==> config.mk <==
export PLATFORM = sky130hd
export DESIGN_NAME = hslot_blank_seq
export DESIGN_NICKNAME = d
export VERILOG_FILES = /design/src/rtl/hslot_pkg.sv /design/src/rtl/hslot_mode_table.sv /design/src/rtl/hslot_counter.sv /design/src/rtl/hslot_events.sv /design/src/rtl/hslot_border.sv /design/src/rtl/hslot_blank_seq.sv
export SDC_FILE = /design/constraint.sdc
export NUM_CORES = 1
export LEC_CHECK = 0
export BUFFER_PORTS_ARGS = -buffer_cell sky130_fd_sc_hd__buf_2
export CAP_MARGIN = 20
export CORE_ASPECT_RATIO = 0.6
export CORE_MARGIN = 5
export CORE_UTILIZATION = 25
export CTS_BUF_LIST = sky130_fd_sc_hd__clkbuf_4 sky130_fd_sc_hd__clkbuf_8 sky130_fd_sc_hd__clkbuf_16
export DETAILED_ROUTE_END_ITERATION = 8
export GPL_TIMING_DRIVEN = 0
export MAX_ROUTING_LAYER = met4
export PLACE_DENSITY = 0.51
export SLEW_MARGIN = 0
export SYNTH_ARGS = -nofsm -noshare
export SYNTH_HDL_FRONTEND = slang
export SYNTH_SLANG_ARGS = --single-unit
==> constraint.sdc <==
create_clock -name clk -period 4.75 [get_ports clk]
set_clock_uncertainty 0.2 [all_clocks]
set_input_delay 0.2375 -clock clk [delete_from_list [all_inputs] [get_ports clk]]
set_output_delay 0.2375 -clock clk [all_outputs]
set_load 0.02 [all_outputs]
==> src/rtl/hslot_pkg.sv <==
package hslot_pkg;

   localparam int SLOT_W = 8;
   localparam int LINE_W = 9;

   typedef enum logic [1:0] {
      DM_LEGACY = 2'd0,
      DM_NARROW = 2'd1,
      DM_WIDE   = 2'd2
   } disp_mode_e;

   typedef struct packed {
      logic [SLOT_W-1:0] jmp_from;
      logic [SLOT_W-1:0] jmp_to;
      logic [SLOT_W-1:0] clr_slot;
      logic [SLOT_W-1:0] idx_slot;
      logic [SLOT_W-1:0] idx_val;
      logic [SLOT_W-1:0] vint_slot;
      logic [SLOT_W-1:0] line_chg;
      logic [SLOT_W-1:0] fill_end;
      logic              vint_next_line;
      logic              hand_ones;
   } slot_cfg_t;

   function automatic disp_mode_e decode_mode(input logic wide, input logic m5);
      if (!m5)  return DM_LEGACY;
      if (wide) return DM_WIDE;
      return DM_NARROW;
   endfunction

endpackage

==> src/rtl/hslot_mode_table.sv <==
module hslot_mode_table
   import hslot_pkg::*;
#(
   parameter int JMP_WIDE_FROM = 182,
   parameter int JMP_WIDE_TO   = 229,
   parameter int JMP_NAR_FROM  = 147,
   parameter int JMP_NAR_TO    = 233,
   parameter int CLR_WIDE      = 161,
   parameter int CLR_NAR       = 128,
   parameter int CLR_LEG       = 136,
   parameter int IDX_WIDE      = 165,
   parameter int IDX_NAR       = 132,
   parameter int IDX_LEG       = 253,
   parameter int IDX_VAL_M5    = 128,
   parameter int IDX_VAL_LEG   = 0,
   parameter int VINT_SLOT_M5  = 0,
   parameter int VINT_SLOT_LEG = 0,
   parameter int LCHG_WIDE     = 165,
   parameter int LCHG_NAR      = 133,
   parameter int LCHG_LEG      = 133,
   parameter int FILL_START    = 9,
   parameter int FILL_WIDE     = 160,
   parameter int FILL_NAR      = 128
) (
   input  logic       clk,
   input  logic       rst,
   input  logic       latch_en,
   input  logic       wide_i,
   input  logic       m5_i,
   output disp_mode_e mode_q,
   output slot_cfg_t  cfg
);

   localparam int SLOT_LIM  = 1 << SLOT_W;
   localparam int NUM_MODES = 4;

   // elaboration-time parameter checks
   if (JMP_WIDE_FROM >= SLOT_LIM || JMP_WIDE_TO >= SLOT_LIM ||
       JMP_NAR_FROM >= SLOT_LIM || JMP_NAR_TO >= SLOT_LIM) begin : g_bad_jump
      $error("jump slots exceed slot range");
   end
   if (LCHG_WIDE > JMP_WIDE_FROM && LCHG_WIDE < JMP_WIDE_TO) begin : g_bad_lchg_w
      $error("wide line-change slot lies in the skipped range");
   end
   if (LCHG_NAR > JMP_NAR_FROM && LCHG_NAR < JMP_NAR_TO) begin : g_bad_lchg_n
      $error("narrow line-change slot lies in the skipped range");
   end
   if (LCHG_LEG > JMP_NAR_FROM && LCHG_LEG < JMP_NAR_TO) begin : g_bad_lchg_l
      $error("legacy line-change slot lies in the skipped range");
   end
   if (FILL_START + FILL_WIDE >= SLOT_LIM || FILL_START + FILL_NAR >= SLOT_LIM) begin : g_bad_fill
      $error("fill window exceeds slot range");
   end

   slot_cfg_t tab [NUM_MODES];

   for (genvar m = 0; m < NUM_MODES; m++) begin : g_mode
      localparam bit IS_WIDE = (m == int'(DM_WIDE));
      localparam bit IS_M5   = (m == int'(DM_WIDE)) || (m == int'(DM_NARROW));
      localparam int J_FROM  = IS_WIDE ? JMP_WIDE_FROM : JMP_NAR_FROM;
      localparam int J_TO    = IS_WIDE ? JMP_WIDE_TO : JMP_NAR_TO;
      localparam int CLR     = IS_WIDE ? CLR_WIDE : (IS_M5 ? CLR_NAR : CLR_LEG);
      localparam int IDX     = IS_WIDE ? IDX_WIDE : (IS_M5 ? IDX_NAR : IDX_LEG);
      localparam int IVAL    = IS_M5 ? IDX_VAL_M5 : IDX_VAL_LEG;
      localparam int VSLOT   = IS_M5 ? ((VINT_SLOT_M5 + 1) % SLOT_LIM) : VINT_SLOT_LEG;
      localparam int LCHG    = IS_WIDE ? LCHG_WIDE : (IS_M5 ? LCHG_NAR : LCHG_LEG);
      localparam int FEND    = FILL_START + (IS_WIDE ? FILL_WIDE : FILL_NAR);

      assign tab[m] = '{
         jmp_from       : SLOT_W'(J_FROM),
         jmp_to         : SLOT_W'(J_TO),
         clr_slot       : SLOT_W'(CLR),
         idx_slot       : SLOT_W'(IDX),
         idx_val        : SLOT_W'(IVAL),
         vint_slot      : SLOT_W'(VSLOT),
         line_chg       : SLOT_W'(LCHG),
         fill_end       : SLOT_W'(FEND),
         vint_next_line : !IS_M5,
         hand_ones      : IS_M5
      };
   end

   always_ff @(posedge clk) begin
      if (rst || latch_en) begin
         mode_q <= decode_mode(wide_i, m5_i);
      end
   end

   assign cfg = tab[mode_q];

endmodule

==> src/rtl/hslot_counter.sv <==
module hslot_counter
   import hslot_pkg::*;
(
   input  logic              clk,
   input  logic              rst,
   input  logic              adv_i,
   input  logic [SLOT_W-1:0] jmp_from,
   input  logic [SLOT_W-1:0] jmp_to,
   input  logic [SLOT_W-1:0] line_chg,
   output logic [SLOT_W-1:0] slot_q,
   output logic [SLOT_W-1:0] slot_nxt,
   output logic              line_hit
);

   always_comb begin
      if (slot_q == jmp_from) begin
         slot_nxt = jmp_to;
      end else begin
         slot_nxt = slot_q + SLOT_W'(1);
      end
   end

   assign line_hit = (slot_nxt == line_chg);

   always_ff @(posedge clk) begin
      if (rst) begin
         slot_q <= '0;
      end else if (adv_i) begin
         slot_q <= slot_nxt;
      end
   end

endmodule

==> src/rtl/hslot_events.sv <==
module hslot_events
   import hslot_pkg::*;
(
   input  logic              clk,
   input  logic              rst,
   input  logic              adv_i,
   input  logic              ack_i,
   input  logic [SLOT_W-1:0] slot,
   input  logic              line_hit,
   input  logic [LINE_W-1:0] line_i,
   input  logic [LINE_W-1:0] inact_start_i,
   input  slot_cfg_t         cfg,
   output logic              buf_clr_o,
   output logic              idx_rst_o,
   output logic [SLOT_W-1:0] idx_val_o,
   output logic              line_adv_o,
   output logic              handback_o,
   output logic              vint_pend_o
);

   logic [LINE_W-1:0] vint_line;
   logic [LINE_W-1:0] line_next;
   logic [LINE_W-1:0] hand_line;
   logic              vint_hit;
   logic              idx_hit;

   assign vint_line = cfg.vint_next_line ? (inact_start_i + LINE_W'(1)) : inact_start_i;
   assign line_next = line_i + LINE_W'(1);
   assign hand_line = {LINE_W{cfg.hand_ones}};
   assign vint_hit  = adv_i && (line_i == vint_line) && (slot == cfg.vint_slot);
   assign idx_hit   = adv_i && (slot == cfg.idx_slot);

   always_ff @(posedge clk) begin
      if (rst) begin
         buf_clr_o   <= 1'b0;
         idx_rst_o   <= 1'b0;
         idx_val_o   <= '0;
         line_adv_o  <= 1'b0;
         handback_o  <= 1'b0;
         vint_pend_o <= 1'b0;
      end else begin
         buf_clr_o  <= adv_i && (slot == cfg.clr_slot);
         idx_rst_o  <= idx_hit;
         idx_val_o  <= idx_hit ? cfg.idx_val : '0;
         line_adv_o <= adv_i && line_hit;
         handback_o <= adv_i && line_hit && (line_next == hand_line);
         if (vint_hit) begin
            vint_pend_o <= 1'b1;
         end else if (ack_i) begin
            vint_pend_o <= 1'b0;
         end
      end
   end

endmodule

==> src/rtl/hslot_border.sv <==
module hslot_border
   import hslot_pkg::*;
#(
   parameter int BORD_W     = 8,
   parameter int FILL_START = 9
) (
   input  logic              clk,
   input  logic              rst,
   input  logic              adv_i,
   input  logic [SLOT_W-1:0] slot,
   input  logic [SLOT_W-1:0] fill_end,
   input  logic [LINE_W-1:0] line_i,
   input  logic [LINE_W-1:0] inact_start_i,
   input  logic [BORD_W-1:0] bord_bot_i,
   input  logic [BORD_W-1:0] bord_top_i,
   output logic              fill_en_o,
   output logic [SLOT_W:0]   fill_idx_o
);

   localparam int CMP_W = ((LINE_W > BORD_W) ? LINE_W : BORD_W) + 2;
   localparam logic [CMP_W-1:0] LINE_SPAN = CMP_W'(1) << LINE_W;

   if (BORD_W > LINE_W) begin : g_bad_bord
      $error("border width exceeds line width");
   end

   logic [CMP_W-1:0]  bot_lim;
   logic [CMP_W-1:0]  top_lim;
   logic [CMP_W-1:0]  line_x;
   logic              line_ok;
   logic              slot_ok;
   logic [SLOT_W-1:0] slot_off;

   assign line_x   = CMP_W'(line_i);
   assign bot_lim  = CMP_W'(inact_start_i) + CMP_W'(bord_bot_i);
   assign top_lim  = LINE_SPAN - CMP_W'(bord_top_i);
   assign line_ok  = (line_x < bot_lim) || (line_x > top_lim);
   assign slot_ok  = (slot >= SLOT_W'(FILL_START)) && (slot < fill_end);
   assign slot_off = slot - SLOT_W'(FILL_START);

   always_ff @(posedge clk) begin
      if (rst) begin
         fill_en_o  <= 1'b0;
         fill_idx_o <= '0;
      end else if (adv_i && slot_ok && line_ok) begin
         fill_en_o  <= 1'b1;
         fill_idx_o <= {slot_off, 1'b0};
      end else begin
         fill_en_o  <= 1'b0;
         fill_idx_o <= '0;
      end
   end

endmodule

==> src/rtl/hslot_blank_seq.sv <==
module hslot_blank_seq
   import hslot_pkg::*;
#(
   parameter int BORD_W        = 8,
   parameter int JMP_WIDE_FROM = 182,
   parameter int JMP_WIDE_TO   = 229,
   parameter int JMP_NAR_FROM  = 147,
   parameter int JMP_NAR_TO    = 233,
   parameter int CLR_WIDE      = 161,
   parameter int CLR_NAR       = 128,
   parameter int CLR_LEG       = 136,
   parameter int IDX_WIDE      = 165,
   parameter int IDX_NAR       = 132,
   parameter int IDX_LEG       = 253,
   parameter int VINT_SLOT_M5  = 0,
   parameter int VINT_SLOT_LEG = 0,
   parameter int LCHG_WIDE     = 165,
   parameter int LCHG_NAR      = 133,
   parameter int LCHG_LEG      = 133,
   parameter int FILL_START    = 9,
   parameter int FILL_WIDE     = 160,
   parameter int FILL_NAR      = 128
) (
   input  logic              clk,
   input  logic              rst,
   input  logic              adv_i,
   input  logic              vint_ack_i,
   input  logic              wide_i,
   input  logic              m5_i,
   input  logic [8:0]        line_i,
   input  logic [8:0]        inact_start_i,
   input  logic [BORD_W-1:0] bord_bot_i,
   input  logic [BORD_W-1:0] bord_top_i,
   output logic [7:0]        slot_o,
   output logic              buf_clr_o,
   output logic              idx_rst_o,
   output logic [7:0]        idx_val_o,
   output logic              line_adv_o,
   output logic              handback_o,
   output logic              vint_pend_o,
   output logic              fill_en_o,
   output logic [8:0]        fill_idx_o
);

   disp_mode_e        mode_q;
   slot_cfg_t         cfg;
   logic [SLOT_W-1:0] slot_q;
   logic [SLOT_W-1:0] slot_nxt;
   logic              line_hit;
   logic [SLOT_W-1:0] jmp_from;
   logic [SLOT_W-1:0] jmp_to;

   assign jmp_from = cfg.jmp_from;
   assign jmp_to   = cfg.jmp_to;

   hslot_mode_table #(
      .JMP_WIDE_FROM (JMP_WIDE_FROM), .JMP_WIDE_TO (JMP_WIDE_TO),
      .JMP_NAR_FROM  (JMP_NAR_FROM),  .JMP_NAR_TO  (JMP_NAR_TO),
      .CLR_WIDE      (CLR_WIDE),      .CLR_NAR     (CLR_NAR),     .CLR_LEG (CLR_LEG),
      .IDX_WIDE      (IDX_WIDE),      .IDX_NAR     (IDX_NAR),     .IDX_LEG (IDX_LEG),
      .IDX_VAL_M5    (128),           .IDX_VAL_LEG (0),
      .VINT_SLOT_M5  (VINT_SLOT_M5),  .VINT_SLOT_LEG (VINT_SLOT_LEG),
      .LCHG_WIDE     (LCHG_WIDE),     .LCHG_NAR    (LCHG_NAR),    .LCHG_LEG (LCHG_LEG),
      .FILL_START    (FILL_START),    .FILL_WIDE   (FILL_WIDE),   .FILL_NAR (FILL_NAR)
   ) u_mode (
      .clk      (clk),
      .rst      (rst),
      .latch_en (adv_i && line_hit),
      .wide_i   (wide_i),
      .m5_i     (m5_i),
      .mode_q   (mode_q),
      .cfg      (cfg)
   );

   hslot_counter u_cnt (
      .clk      (clk),
      .rst      (rst),
      .adv_i    (adv_i),
      .jmp_from (cfg.jmp_from),
      .jmp_to   (cfg.jmp_to),
      .line_chg (cfg.line_chg),
      .slot_q   (slot_q),
      .slot_nxt (slot_nxt),
      .line_hit (line_hit)
   );

   hslot_events u_evt (
      .clk           (clk),
      .rst           (rst),
      .adv_i         (adv_i),
      .ack_i         (vint_ack_i),
      .slot          (slot_q),
      .line_hit      (line_hit),
      .line_i        (line_i),
      .inact_start_i (inact_start_i),
      .cfg           (cfg),
      .buf_clr_o     (buf_clr_o),
      .idx_rst_o     (idx_rst_o),
      .idx_val_o     (idx_val_o),
      .line_adv_o    (line_adv_o),
      .handback_o    (handback_o),
      .vint_pend_o   (vint_pend_o)
   );

   hslot_border #(
      .BORD_W     (BORD_W),
      .FILL_START (FILL_START)
   ) u_bord (
      .clk           (clk),
      .rst           (rst),
      .adv_i         (adv_i),
      .slot          (slot_q),
      .fill_end      (cfg.fill_end),
      .line_i        (line_i),
      .inact_start_i (inact_start_i),
      .bord_bot_i    (bord_bot_i),
      .bord_top_i    (bord_top_i),
      .fill_en_o     (fill_en_o),
      .fill_idx_o    (fill_idx_o)
   );

   assign slot_o = slot_q;

endmodule

# Word level (Yosys, flattened, before mapping)
# Index checks and enable logic that the tools add are counted.
[totals]
n_memories = 0
latchBits = 0
mem_bits_ro = 0
word_cells = 63
register_bits = 33
out_inout_bits = 31
in_bits = 40
ramBits = 0
[op_classes]
n_reduce_logical = 14
shifts = 0
mux = 17
eq_ne = 7
add_sub_neg = 6
div = 0
n_lt_le_gt_ge = 5
multipliers = 0
bitwise = 3
[ops]
columns = ["op", "n"]
rows = [
  ["66-bit binary-select mux with 2-bit select", 1],
  ["66-bit two-way mux", 2],
  ["8-bit equality test", 5],
  ["9-bit by 1-bit adder with 9-bit output, second input constant", 2],
  ["9-bit equality test", 2],
  ["9-bit by 11-bit > comparator with 1-bit output", 1],
  ["9-bit by 11-bit < comparator with 1-bit output", 1],
  ["10-bit by 8-bit subtractor with 11-bit output, first input constant", 1],
  ["9-bit by 8-bit adder with 10-bit output", 1],
  ["1-bit logical AND", 9],
  ["9-bit two-way mux", 1],
  ["8-bit by 1-bit adder with 8-bit output, second input constant", 1],
  ["8-bit by 4-bit greater-or-equal comparator with 1-bit output, second input constant", 1],
  ["8-bit < comparator", 1],
  ["1-bit two-way mux", 8],
  ["2-bit two-way mux", 4],
  ["8-bit two-way mux", 1],
  ["8-bit by 4-bit subtractor with 8-bit output, second input constant", 1],
  ["2-bit OR reduction", 2],
  ["3-bit greater-or-equal comparator, second input constant", 1],
  ["2-bit inverter with 3-bit output", 1],
  ["1-bit logical OR", 2],
  ["1-bit inverter", 2],
  ["2-bit nonzero test", 1],
]

# Logic depth before layout (Yosys ltp)
# Gate-level depths: netlist (run 1).
[depth]
ltp_word = 14
ltp_mapped = 15
ltp_nobuf = 15

# Hierarchy
# Synthesis (run 1) repeated with hierarchy kept, for this count alone.
[unflattened]
cells_unflattened = 473
hier_area_um2 = 3947.5
[by_module_without_submodules]
columns = ["module", "cells_each", "seq_area_each_um2", "area_each_um2", "instances"]
rows = [
  ["hslot_border", 174, 180.2, 1492.7, 1],
  ["hslot_events", 116, 260.2, 1016.0, 1],
  ["hslot_counter", 106, 160.2, 828.3, 1],
  ["hslot_mode_table", 76, 60.1, 604.3, 1],
  ["hslot_blank_seq", 1, 0.0, 6.3, 1],
]

# Least setup slack after synthesis (run 1)
# Ideal clock, no wire load.
[synth_timing]
path_kind = "input port to flip-flop"
startpoint = "in inact_start_i[0]"
endpoint = "reg u_bord.fill_idx_o[4]"
n_path_buf = 0
slack_ns = 1.864
required_ns = 4.420
t_arrival_ns = 2.556
setup_time_ns = 0.130
cell_stages = 15
cell_sequence = "ha_1 -> inv_1 -> fa_1 -> nor2b_1 -> o21ai_0 -> a21boi_0 -> o21ai_0 -> a211oi_1 -> xnor2_1 -> ha_1 -> o2111ai_1 -> nor3_1 -> nor3_1 -> o31ai_4 -> nor2_1"
[synth_via]
elab_chain_len = 6
[synth_rtl]
columns = ["item", "line", "rtl"]
rows = [
  ["start: declaration", "hslot_blank_seq.sv:31", "input logic [8:0] inact_start_i,"],
  ["9-bit by 8-bit adder with 10-bit output", "hslot_border.sv:35", "assign bot_lim = CMP_W'(inact_start_i) + CMP_W'(bord_bot_i);"],
  ["9-bit by 11-bit < comparator with 1-bit output", "hslot_border.sv:37", "assign line_ok = (line_x < bot_lim) || (line_x > top_lim);"],
  ["1-bit logical OR", "hslot_border.sv:37", ""],
  ["1-bit logical AND", "hslot_border.sv:45", "end else if (adv_i && slot_ok && line_ok) begin"],
  ["1-bit inverter (no source line)", "--", ""],
  ["2-bit OR reduction (no source line)", "--", ""],
  ["end signal: assignment", "hslot_border.sv:47", "fill_idx_o <= {slot_off, 1'b0};"],
  ["end: declaration", "hslot_border.sv:17", "output logic [SLOT_W:0] fill_idx_o"],
]
# No other way between the ends.
# A chain may end at the register's enable or synchronous reset.

# Final worst setup path (run 1)
[layout_timing]
startpoint = "in inact_start_i[0]"
endpoint = "reg u_bord.fill_idx_o[3]"
# The elaborated chain is that of the path after synthesis.

==> results of run 1 <==
[worst min-delay path: stages]
cell and delay, ps:
buf_2 70, nor2_1 30, nand2_1 50, nand2_1 40
[state kept, by name (all words and copies together) (netlist names)]
name               cells
u_bord.fill_en_o       1
u_bord.fill_idx_o      8
u_evt.handback_o       1
u_evt.vint_pend_o      1
u_mode.mode_q          2
u_evt.buf_clr_o        1
u_evt.line_adv_o       1
u_evt.idx_rst_o        1
u_evt.idx_val_o        1
u_cnt.slot_q           8
[cells by family (layout without fill, tap and decap cells)]
kind of cell	after synthesis	count (layout)	share of synthesized area (%)
other	1	8	0.137
buffers and inverters	47	112	8.04
AOI/OAI and AO/OA	72	72	17.4
xor gates and xnor gates	36	36	11.5
adders and majority gates	35	35	16.3
DFF	25	25	19.0
muxes	4	4	1.51
and+or+nand+nor	130	130	26.2
[final cells by class]
cell class | instances | area, µm²
sequential | 25 | 520
multi-input combinational | 285 | 2030
clock buffer | 3 | 75.1
buffer | 22 | 126
clock inverter | 1 | 6.26
tap | 139 | 174
inverter | 25 | 93.8
fill | 1123 | 7300
timing repair buffer | 61 | 305
[cells in the final DEF (no fill, tap or decap), drive strengths merged, types with 3 or more instances in the layout]
| cell type | n |
|---|---|
| buf | 76 |
| ha | 34 |
| nor2 | 26 |
| inv | 26 |
| nand2 | 24 |
| dfxtp | 23 |
| xnor2 | 21 |
| a21oi | 21 |
| o21ai | 16 |
| nand3 | 16 |
| xor2 | 15 |
| nor3 | 12 |
| nand2b | 12 |
| clkbuf | 10 |
| nand4 | 9 |
| conb | 8 |
| a211oi | 7 |
| and3 | 5 |
| a31oi | 4 |
| nand3b | 4 |
| nor4 | 4 |
| nor2b | 3 |
| mux2i | 3 |
| nor3b | 3 |
| o31ai | 3 |
| or4 | 3 |
| a21o | 3 |
[worst paths after layout]
| path | startpoint | to | slack, ps | cells past startpoint |
|---|---|---|---|---|
| worst max-delay path | inact_start_i[0] | u_bord.fill_idx_o[3] | 1460 | 16 |
| worst min-delay path | vint_ack_i | u_evt.vint_pend_o | 20 | 4 |
| worst max register to register | u_mode.mode_q[0] | u_mode.mode_q[0] | 1720 | 10 |
| worst min register to register | u_evt.vint_pend_o | u_evt.vint_pend_o | 250 | 2 |
[report_power, final]
| group | internal (mW) | switching [mW] | total [mW] |
|---|---|---|---|
| sequential | 0.218 | 0.00567 | 0.224 |
| combinational | 0.101 | 0.146 | 0.247 |
| clock | 0.115 | 0.0797 | 0.195 |
[metal layers]
layer	wire length, µm	global-route usage, %	vias up
li1	-	-	1391
met1	4410	19.1	1213
met2	3090	16.9	99
met3	583	2.84	9
met4	77	2.02	0
met5	0	-	-
==> impl_metrics.toml, run 1 <==
[run_status]
status = "complete, no violations"

[detailed_routing]
num_vias = 2712
via_per_inst = 4.83
totalWireLength_um = 8160
wl_per_cell_um = 14.5
drtIter0Drc = 231
drtAntennaViolNets = 0
drc = 0
dr.pass1.iters = 5

[yosys]
synthCells = 350
synth_common_cells = "34 x ha_1, 26 x nor2_1, 25 x inv_1, 24 x nand2_1, 23 x dfxtp_1"
synth_edf_count = 2
synth_top_area_cell = "dfxtp_1"
yosysUniqueCellTypes = 60
synth_top_area_share_pct = 16.8
yosys_warnings = 0
ys_ff_latch = 25
synthArstFlopShare_pct = 0
yosysMostFrequentCell = "ha_1"
synth.top_cells.by_area = "dfxtp_1 17%, ha_1 16%, xnor2_1 6.7%, xor2_1 4.8%, a21oi_1 3.8%"
ys_seq_area_share_pct = 19.0
syn_avg_cell_area_um2 = 7.83
synth_area_um2 = 2740
synthFlopType = "dfxtp_1"

[finish]
finish.instance_area_um2 = 3330
diodes = 0
fin_cells = 561
fin_nets = 498
fin_util_pct = 31.3
area_growth_pct = 21.4
layout-drive-gt1-share_pct = 20.9

[critical_path]
slowest_stage = "nor3_1"
worst_ep_arrival_time_ps = 3280
start_kind = "input port"
cp_top_family = "compound AO/OA/AOI/OAI gates"
critPathMaxStageDelay_ps = 500
crit_required_ps = 4750
worstPathMaxFanout = 9
critPathKind = "input port to flop"
critPathBufInv = 2
critPathMostFrequentCell = "o21ai_0"
cp-end-kind = "flop"
worstPathCellList = "buf_2, ha_1, inv_1, fa_1, nor2b_1, o21ai_0, a21boi_0, o21ai_0, a211oi_1, xnor2_1, ha_1, o21ai_0, a21oi_1, nor3_1, o31ai_4, a21oi_1"

[pwr]
vdd_drop_max_mv = 0.132
total_power_uw = 665
power_density_nw_per_um2 = 200
leakagePower_nw = 1.50

[timing]
hold_viol = 0
setup_viol = 0
finalCritPeriodShare_pct = 69.2
drv_slew = 0
clock.fmax_ghz = 0.304
holdWs_ps = 16.2
worst_slack_ps = 1460
rsz0062_at_grt = "no"
worstMarginPinSlew_ps = 606
final.setup.tns_ps = 0
layout_min_cycle_time_ps = 3290
slew_headroom_pct = 58.5

[floorplanning]
initial_core_util_pct = 25.8
rows = 29
ios = 71
die-area_um2 = 13200
core_um2 = 10600
die_w_um = 145
die_h_um = 91.1

[run]
max_cap_viol_count = 0

[global_routing]
grt_pass1_vias = 2650
grt_pass1_wl_um = 13600
antenna_found_initial = 0
grt_max_degree = 16
grt_overflow = 0
grt_use_total_pct = 12.6

[clocking]
clk_path_buf_depth = 2
clock_latency_ps = 260
clk_pin_slew_ps = 70
htreeDepth = 1
root_buffer = "clkbuf_16"
cts.sinks = 25
cts_buffers = 3
cts_tree = "yes"
post_cts_buffers = 0
cts_resized = 0
cts-hold-fix-buffers = 0

[placed_design]
place_congestion = 0.873
io_buffers = 61
pre_cts_slack_ps = 1200
dp.cells = 557
dp_hpwl_um = 6820
dpl-instance-area_um2 = 3250

[min_path]
min_path_type = "input port to flop"
Note: power is estimated with default switching activity, not from simulation.
==> run 2, diff against run 1 <==
==> constraint.sdc (replaced) <==
create_clock -name clk -period 3.35 [get_ports clk]
set_clock_uncertainty 0.2 [all_clocks]
set_input_delay 0.1675 -clock clk [delete_from_list [all_inputs] [get_ports clk]]
set_output_delay 0.1675 -clock clk [all_outputs]
set_load 0.02 [all_outputs]
==> run 2 against run 1 <==
Worst setup slack worse by 1200 ps. Non-clock buffer count is 3 higher. Largest power group unchanged. Flip-flop and latch count stayed put. Utilization is 0.35 points higher. Count of clock-buffer cells in the layout stayed put. Worst hold slack worse by 7.9 ps. Final cell count is 0.53% higher. Cell area is 1.1% higher. Via count is 0.11% higher. Global-route usage hardly changed. Register-to-register slack worse by 1400 ps. Highest routed layer unchanged.
==> impl_metrics.toml, run 2 (synthesis results as in run 1) <==
[finish]
finish.instance_area_um2 = 3360
fin_nets = 501
layout-drive-gt1-share_pct = 21.4
seq_area_um2 = 520
diodes = 0
final_common_cell = "buf_2"
fin_util_pct = 31.6
multi_input_area_um2 = 2040
reg_top3 = "u_bord.fill_idx_o (8), u_cnt.slot_q (8), u_mode.mode_q (2)"
fin_cells = 564
fill_cells = 1121
area_growth_pct = 22.8
final_cell_mix = "66 x buf_2, 34 x ha_1, 26 x nor2_1"

[pwr]
power.internal_uw = 619
leakagePower_nw = 1.52
pwr-share-comb_pct = 37.4
switching_power_uw = 330
total_power_uw = 949
vdd_drop_max_mv = 0.187
p_sw_share_pct = 34.8
power_frac_seq_pct = 33.4
power_density_nw_per_um2 = 282
power_frac_clock_pct = 29.1

[global_routing]
grt_overflow = 0
grt_pass1_vias = 2638
antenna_found_initial = 0
grt_max_degree = 16
grt_pass1_wl_um = 13500
grt_use_total_pct = 12.5

[placed_design]
dp.cells = 557
dp_hpwl_um = 6820
dpl-instance-area_um2 = 3250
place_congestion = 0.873
io_buffers = 61

[clocking]
cts_buffers = 3
clock_latency_ps = 260
clk_path_buf_depth = 2
clk_pin_slew_ps = 70
htreeDepth = 1
cts_tree = "yes"
cts.sinks = 25
root_buffer = "clkbuf_16"

[run]
max_cap_viol_count = 0

[critical_path]
worst_ep_arrival_time_ps = 2760
start_kind = "flop"
cp-end-kind = "flop"
crit_required_ps = 3070
ff2ff_path_depth = 10
critPathKind = "flop to flop"
worstReg2RegStart = "u_mode.mode_q[0]"
startpoint = "u_mode.mode_q[0]"
worstPathMaxFanout = 9

[floorplanning]
core_um2 = 10600
rows = 29
die-area_um2 = 13200
die_w_um = 145
initial_core_util_pct = 25.8
ios = 71
die_h_um = 91.1

[min_path]
min_path_type = "input port to flop"
whs_path_depth = 2
worstHoldStart = "m5_i"

[timing]
rsz0062_at_grt = "no"
layout_min_cycle_time_ps = 3040
drv_slew = 0
setup_viol = 0
worstMarginPinSlew_ps = 612
clock.fmax_ghz = 0.329
slew_headroom_pct = 58.2
hold_viol = 0
finalCritPeriodShare_pct = 90.8
holdWs_ps = 8.35

[detailed_routing]
drtAntennaViolNets = 0
dr.pass1.iters = 4
num_vias = 2715
via_per_inst = 4.81
drc = 0
wl_per_cell_um = 14.4
totalWireLength_um = 8130
drtIter0Drc = 208

[run_status]
status = "complete, no violations"
-- run 2: stage by stage --
stage | setup slack (ps) | setup TNS, ps
2_1_floorplan | 534 | 0
3_3_place_gp | -186 | -1190
3_5_place_dp | -132 | -854
4_1_cts | 133 | 0
5_1_grt | 30.5 | 0
6_report | 307 | 0
-- run 2: layout make-up --
cell class	count	area share (%)
Clock inverter	1	0.186
Buffer	22	3.76
Clock buffer	3	2.23
Tap cell	139	5.17
Inverter	25	2.79
Multi-Input combinational cell	285	60.5
Sequential cell	25	15.5
Timing Repair Buffer	64	9.89
-- run 2: path summary, 6_finish.rpt --
check / endpoint / slack, ps
worst max-delay path: u_mode.mode_q[0] / 310
worst min-delay path: u_mode.mode_q[1] / 8
worst max register to register: u_mode.mode_q[0] / 310
worst min register to register: u_evt.vint_pend_o / 250
-- run 2: per-layer routing --
metal / wire (µm) / share of wire [%] / global-route usage, % / vias up
li1: - / - / - / 1394
met1: 4350 / 53 / 19.0 / 1206
met2: 3060 / 38 / 16.9 / 108
met3: 662 / 8.1 / 2.84 / 7
met4: 63 / 0.77 / 2.02 / 0
met5: 0 / 0 / - / -
-- run 2: worst max-delay path, stage by stage, from the launching register on --
cell and delay, ps:
edfxtp_1 400, inv_1 70, ha_1 140, buf_2 190
inv_1 80, ha_1 350, nand3_1 210, o41ai_1 110
a211oi_1 350, nand2_1 150, o31ai_1 430
-- run 2: repair_timing --
item	in CTS	in global routing
endpoints found under the setup margin	0	9
setup buffers	0	1
hold endpoints to repair	2	0
hold buffers	2	0
gates resized for setup	0	4
-- run 2: power groups by stage --
stage	Clock (mW)	Sequential [mW]	Combinational, mW
2_1_floorplan	0	0.328	0.231
3_3_place_gp	0	0.324	0.343
3_5_place_dp	0	0.324	0.348
4_1_cts	0.289	0.317	0.351
5_1_grt	0.300	0.318	0.402
6_report	0.276	0.317	0.355
